`src/rtl/codec_rate_seq.sv`:
```
module codec_rate_seq #(
  parameter int CLK_HZ  = 250_000_000,
  parameter int HOLD_HZ = 1000
) (
  input  logic       clk,
  input  logic       rst_n,
  input  logic [2:0] rate_code,
  input  logic       rate_req,
  output logic       codec_rst_n,
  output logic       mclk_sel,
  output logic       div_sel,
  output logic [1:0] speed_mode,
  output logic       busy,
  output logic       done,
  output logic       rate_err
);

  localparam int HOLD_CYC = (CLK_HZ / HOLD_HZ < 1) ? 1 : CLK_HZ / HOLD_HZ;
  localparam int CW       = $clog2(HOLD_CYC + 1);
  localparam int NCODES   = 6;

  typedef enum logic [1:0] {S_IDLE, S_SWITCH, S_HOLD} st_t;

  st_t           st;
  logic [2:0]    tgt, pend_code;
  logic          pend_q, rst_q, fam_q, done_q, err_q;
  logic [1:0]    spd_q;
  logic [CW-1:0] cnt;

  wire       have      = rate_req | pend_q;
  wire [2:0] take_code = rate_req ? rate_code : pend_code;
  wire       code_ok   = int'(take_code) < NCODES;
  wire       hold_end  = cnt == CW'(HOLD_CYC - 1);

  assign codec_rst_n = rst_q;
  assign mclk_sel    = fam_q;
  assign div_sel     = fam_q;
  assign speed_mode  = spd_q;
  assign busy        = st != S_IDLE;
  assign done        = done_q;
  assign rate_err    = err_q;

  always_ff @(posedge clk or negedge rst_n) begin
    if (!rst_n) begin
      st        <= S_SWITCH;
      tgt       <= 3'd1;
      rst_q     <= 1'b0;
      fam_q     <= 1'b1;
      spd_q     <= 2'd0;
      cnt       <= '0;
      pend_q    <= 1'b0;
      pend_code <= 3'd0;
      done_q    <= 1'b0;
      err_q     <= 1'b0;
    end else begin
      done_q <= 1'b0;
      err_q  <= 1'b0;
      if (st != S_IDLE && rate_req) begin
        pend_q    <= 1'b1;
        pend_code <= rate_code;
      end
      unique case (st)
        S_IDLE: begin
          pend_q <= 1'b0;
          if (have) begin
            if (code_ok) begin
              tgt   <= take_code;
              rst_q <= 1'b0;
              st    <= S_SWITCH;
            end else begin
              err_q <= 1'b1;
            end
          end
        end
        S_SWITCH: begin
          fam_q <= tgt[0];
          spd_q <= tgt[2:1];
          cnt   <= '0;
          st    <= S_HOLD;
        end
        S_HOLD: begin
          if (hold_end) begin
            rst_q  <= 1'b1;
            done_q <= 1'b1;
            st     <= S_IDLE;
          end else begin
            cnt <= cnt + 1'b1;
          end
        end
        default: st <= S_IDLE;
      endcase
    end
  end

  logic [CW:0] low_run;
  always_ff @(posedge clk or negedge rst_n) begin
    if (!rst_n)      low_run <= '0;
    else if (rst_q)  low_run <= '0;
    else             low_run <= low_run + 1'b1;
  end

  a_r2_reset_before_switch: assert property (@(posedge clk) disable iff (!rst_n)
    !$stable({fam_q, spd_q}) |-> (!rst_q && !$past(rst_q)));

  a_r3_hold_length: assert property (@(posedge clk) disable iff (!rst_n)
    $rose(rst_q) |-> (int'(low_run) == HOLD_CYC + 1));

  a_r9_done_on_release: assert property (@(posedge clk) disable iff (!rst_n)
    $rose(rst_q) |-> done_q);

  a_r9_done_single: assert property (@(posedge clk) disable iff (!rst_n)
    done_q |=> !done_q);

  a_r8_idle_at_done: assert property (@(posedge clk) disable iff (!rst_n)
    done_q |-> !busy);

  a_r6_err_no_sequence: assert property (@(posedge clk) disable iff (!rst_n)
    err_q |-> (!busy && rst_q));

endmodule

```
`config.mk`:
```
export PLATFORM = sky130hd
export DESIGN_NAME = codec_rate_seq
export DESIGN_NICKNAME = d
export VERILOG_FILES = /design/src/rtl/codec_rate_seq.sv
export SDC_FILE = /design/constraint.sdc
export NUM_CORES = 1
export LEC_CHECK = 0
export ABC_AREA = 1
export CAP_MARGIN = 25
export CORE_UTILIZATION = 57
export CTS_CLUSTER_SIZE = 25
export DETAILED_ROUTE_END_ITERATION = 8
export PLACE_DENSITY = 0.86
export SLEW_MARGIN = 20
export SYNTH_ARGS = -nofsm -noshare
export SYNTH_HDL_FRONTEND = slang
export SYNTH_SLANG_ARGS = --single-unit
```
`constraint.sdc`:
```
create_clock -name clk -period 1.6 [get_ports clk]
set_input_delay 0.32 -clock clk [delete_from_list [all_inputs] [get_ports clk]]
set_output_delay 0.32 -clock clk [all_outputs]
set_load 0.02 [all_outputs]
```
# After elaboration in Yosys (flattened, before gate mapping)
# Index checks and enable logic that the tools add are counted.
# Widths: inputs -> output; s select.
[totals] regBits=33 in_bits=6 output_inout_bits=8 wordCells=48
[classes] n_addsub=1 n_lt_le_gt_ge=1 eq_ne=7 mux=18 bitwise=1 reduce_logical=10
[op_table] cell="$pmux 18 s2" n=1
[op_table] cell="$add 18x1->18 const B" n=1
[op_table] cell="$eq 18x18->1 const B" n=1
[op_table] cell="$mux 18" n=1
[op_table] cell="$mux 1" n=10
[op_table] cell="$ne 2x2->1 const B" n=4
[op_table] cell="$reduce_bool 2->1" n=4
[op_table] cell="$mux 2" n=3
[op_table] cell="$pmux 2 s3" n=1
[op_table] cell="$reduce_and 3->1" n=2
[op_table] cell="$reduce_and 4->1" n=1
[op_table] cell="$lt 3x3->1 const B" n=1
[op_table] cell="$mux 3" n=1
[op_table] cell="$eq 2x1->1 const B" n=1
[op_table] cell="$eq 2x2->1 const B" n=1
[op_table] cell="$logic_not 2->1" n=1
[op_table] cell="$pmux 1 s2" n=1
[op_table] cell="$reduce_and 2->1" n=1
[op_table] cell="$logic_and 1x1->1" n=1
[op_table] cell="$or 1x1->1" n=1

# Logic depth before layout (Yosys ltp)
[logic_depth] ltp_word=5 depth_mapped=11 depth_no_buf=10

# Worst setup path before layout
# No wires, ideal clock.
[synth_path] path_kind="reg2reg" start="register cnt[1]" end="register cnt[15]" setup_ns=0.117 arrival_time_ns=1.342 required_time_ns=1.483 slack_ns=0.141 path_stages_with_launch=12 path_buffers=1 path_cell_list="dfrtp_1 -> ha_1 -> nand2_2 -> nor2_4 -> inv_2 -> nor2_2 -> nand2_2 -> nand2_4 -> nand2_4 -> buf_6 -> nand2_1 -> nand2_1"
[synth_between] elab_chain_cells=3
[synth_lines] item="from (decl)" line="28" text="logic [CW-1:0] cnt;"
[synth_lines] item="from (signal assigned)" line="87" text="cnt <= cnt + 1'b1;"
[synth_lines] item="$add 18x1->18 or $eq 18x18->1 (tied branches)" line="87, 33"
[synth_lines] item="$mux 18 or $ne 2x2->1 (tied branches)"
[synth_lines] item="$pmux 18 s2 or $reduce_and 2->1 (tied branches)"
# Several ways; a longest one is shown, not always the timed one. The select of a mux whose other input is x is not followed.
# A chain may end at the register's enable or synchronous reset.

# Worst setup path in the final report
[layout_path] start="register fam_q, in the netlist div_sel" end="output mclk_sel"
[layout_lines] item="from (decl)" line="26" text="logic pend_q, rst_q, fam_q, done_q, err_q;"
[layout_lines] item="from (signal assigned)" line="76" text="fam_q <= tgt[0];"
[layout_lines] item="to (decl)" line="10" text="output logic mclk_sel,"
# No word-level cell between the ends.

==> results.json <==
{
  "coreArea_sq_um": 2877,
  "grt_pass1_wl_um": 6624,
  "p_int_mw": 1.610,
  "rsz0062_at_grt": "true",
  "antenna_found_initial": 0,
  "pre_cts_slack_ps": -2.854,
  "place_congestion": 0.8967,
  "vias": 1635,
  "area_delta_synth_final_pct": 19.87,
  "max_cap_violations": 0,
  "irDropWorstVdd_v": 0.001021,
  "clk_latency_ps": 330,
  "seq_power_share": 0.417,
  "synthFlopType": "dfrtp_1",
  "clockBufferDepth": 2,
  "vias_per_cell": 5.308,
  "dr.pass1.iters": 4,
  "cts_tree": "built",
  "ys_seq_area_frac": 0.4623,
  "synthesis.area_sq_um": 1794,
  "period_needed_ps": 1535,
  "power-per-cell-area_nw_per_um2": 1263,
  "timing.critical_path.cells": "dlygate4sd2_1",
  "synth.distinct_cells": 27,
  "num_io_pins": 14,
  "start_kind": "flip-flop",
  "cts.sink_count": 33,
  "dp_hpwl_um": 2712,
  "fmax_ghz": 0.6515,
  "track_usage": 0.2629,
  "clkSlewWorstSetupHoldPaths_ps": 100,
  "ys_top_cells_by_area": "dfrtp_1 42%, nand2_1 13%, nand3_1 8.4%, inv_1 5.4%, dfstp_2 4.4%",
  "placementRows": 19,
  "fp.dieW_um": 58.11,
  "yosysWarnings": 0,
  "finalMaxSlewViolations": 0,
  "drt_wl_total_um": 3804,
  "synth-edff-count": 0,
  "overflow": 0,
  "crit_family": "flip-flops",
  "p_comb_frac": 0.416,
  "critPathKind": "flip-flop to output pin",
  "fin_setup_tns_ps": 0,
  "p_switching_mw": 1.107,
  "layout_setup_ws_ps": 64.99,
  "htreeDepth": 2,
  "first_iter_violations": 138,
  "route.detailed.drc": 0,
  "post-route-period-util": 0.9594,
  "status": "complete, no violations",
  "synthArstFlopShare": 1.000,
  "cpPeakStageDelay_ps": 550,
  "grt_pass1_vias": 1515,
  "totalPowerFinal_mw": 2.717,
  "swShare": 0.4074,
  "grt_max_degree": 34,
  "tightest_slew_ps": 399.7,
  "die_h_um": 58.11,
  "ant_nets": 0,
  "die-area_sq_um": 3376,
  "hold_path_class": "input port to asynchronous set/reset pin",
  "syn_avg_cell_area_sq_um": 7.701,
  "setup_violations": 0,
  "hold_slack_ps": 349.7,
  "synth_nets": 240,
  "cts_made_buffers": 5,
  "fin_util": 0.7477,
  "netlist.area_leader.share": 0.4184,
  "fillers": 221,
  "yosys.cell_count.top_type": "nand2_1",
  "drive_above_1_share": 0.1955,
  "cp_max_fo": 3,
  "hold_viol": 0,
  "critical_path_required_ps": 1280,
  "nets": 272,
  "wl_per_cell_um": 12.35,
  "synth_seq_cells": 33,
  "relSlewSlack": 0.7326,
  "path_buf_inv": 1,
  "critPathCaptureType": "output pin",
  "cts_root_buf": "clkbuf_4",
  "antenna_cells": 0,
  "clockPowerShare": 0.166,
  "syn_inst": 233,
  "synth_top_area_cell": "dfrtp_1",
  "crit_slowest_cell": "dfstp_2",
  "p_leak_nw": 1.028,
  "clock_skew_ps": 6.391,
  "start_util": 0.6237,
  "io_buffers": 13,
  "synth_common_cells": "62 x nand2_1, 30 x dfrtp_1, 30 x nand3_1, 26 x inv_1, 20 x nor2_1",
  "crit_arrival_ps": 1220
}
## sequential cells by signal (all words and copies together) (netlist names)
name / flops
pend_q: 1
codec_rst_n: 1
cnt: 18
pend_code: 3
speed_mode: 2
div_sel: 1
tgt: 3
done: 1
rate_err: 1
st: 2
## per-stage QoR
step | area [sq um] | std cells
2_1_floorplan | 1794 | 233
3_3_place_gp | 2053 | 297
3_5_place_dp | 2053 | 297
4_1_cts | 2097 | 305
5_1_grt | 2151 | 308
6_report | 2151 | 308
## kinds of logic (layout without fill, tap and decap cells)
| group | Yosys count | count (layout) | synth area share |
|---|---|---|---|
| simple gates | 130 | 130 | 0.3250 |
| flops | 33 | 33 | 0.4623 |
| buf+inv | 36 | 69 | 0.08577 |
| xor+xnor | 3 | 3 | 0.01465 |
| fa+ha+maj | 1 | 1 | 0.006972 |
| compound gates | 30 | 30 | 0.1053 |
## power groups by stage
stage                     Combinational (mW)  Clock [mW]  Sequential, mW
after floorplan                        0.669           0            1.19
after global placement                  1.06           0            1.15
after detailed placement                1.08           0            1.16
after CTS                               1.04       0.471            1.13
after global routing                    1.23       0.508            1.16
final                                   1.13       0.451            1.13
## cells in the final DEF, fill, tap and decap left out, types with 2 or more instances in the layout
| cell | instances |
|---|---|
| o21ai_1 | 3 |
| o21ai_0 | 14 |
| buf_4 | 14 |
| nor2_1 | 20 |
| dfrtp_1 | 30 |
| a21boi_0 | 2 |
| nand2_1 | 61 |
| nand2_2 | 4 |
| inv_1 | 26 |
| clkdlybuf4s50_1 | 5 |
| o21ai_2 | 7 |
| clkinv_2 | 2 |
| nor3_1 | 2 |
| nand4_1 | 6 |
| inv_2 | 5 |
| nand3_1 | 28 |
| clkbuf_4 | 5 |
| dfstp_2 | 3 |
| nand3_2 | 2 |
| nor2_4 | 3 |
| xor2_1 | 3 |
| dlygate4sd2_1 | 7 |
| o211ai_1 | 2 |
## worst paths after layout
| kind | to | startpoint | slack, ps | cells past startpoint |
|---|---|---|---|---|
| min in group clk | speed_mode[0] | speed_mode[0] | 490 | 2 |
| max in group asynchronous | st[0] | rst_n | 1010 | 2 |
| worst min-delay path | cnt[12] | rst_n | 350 | 2 |
| worst min register to register | speed_mode[0] | speed_mode[0] | 490 | 2 |
| worst max register to register | cnt[17] | cnt[1] | 90 | 10 |
| worst max-delay path | mclk_sel | div_sel | 60 | 1 |
## routing by layer
metal | up-vias | global-route usage | part of all wire | wire [um]
met5 | - | 0 | 0 | 0
met4 | 0 | 0.1054 | 0.020 | 77
met2 | 40 | 0.3957 | 0.45 | 1717
li1 | 819 | - | - | -
met1 | 768 | 0.3586 | 0.48 | 1843
met3 | 8 | 0.07589 | 0.044 | 166
## final cells by class
| type | instances | area, sq um | area share |
|---|---|---|---|
| multi-input cells | 164 | 844.6 | 0.3927 |
| flip-flops and latches | 33 | 829.5 | 0.3857 |
| repair buffers | 29 | 252.7 | 0.1175 |
| inverters | 32 | 120.1 | 0.05585 |
| well taps | 42 | 52.55 | 0.02443 |
| clock buffers | 6 | 41.29 | 0.01920 |
| clock inverters | 2 | 10.01 | 0.004654 |
## timing repair
item / 4_1_cts / 5_1_grt
endpoints found under the hold margin: 0 / 0
endpoints found under the setup margin: 8 / 14
hold buffers: 0 / 0
buffers inserted: 0 / 3
resized for setup: 10 / 9
Note: power is estimated with default switching activity, not from simulation.
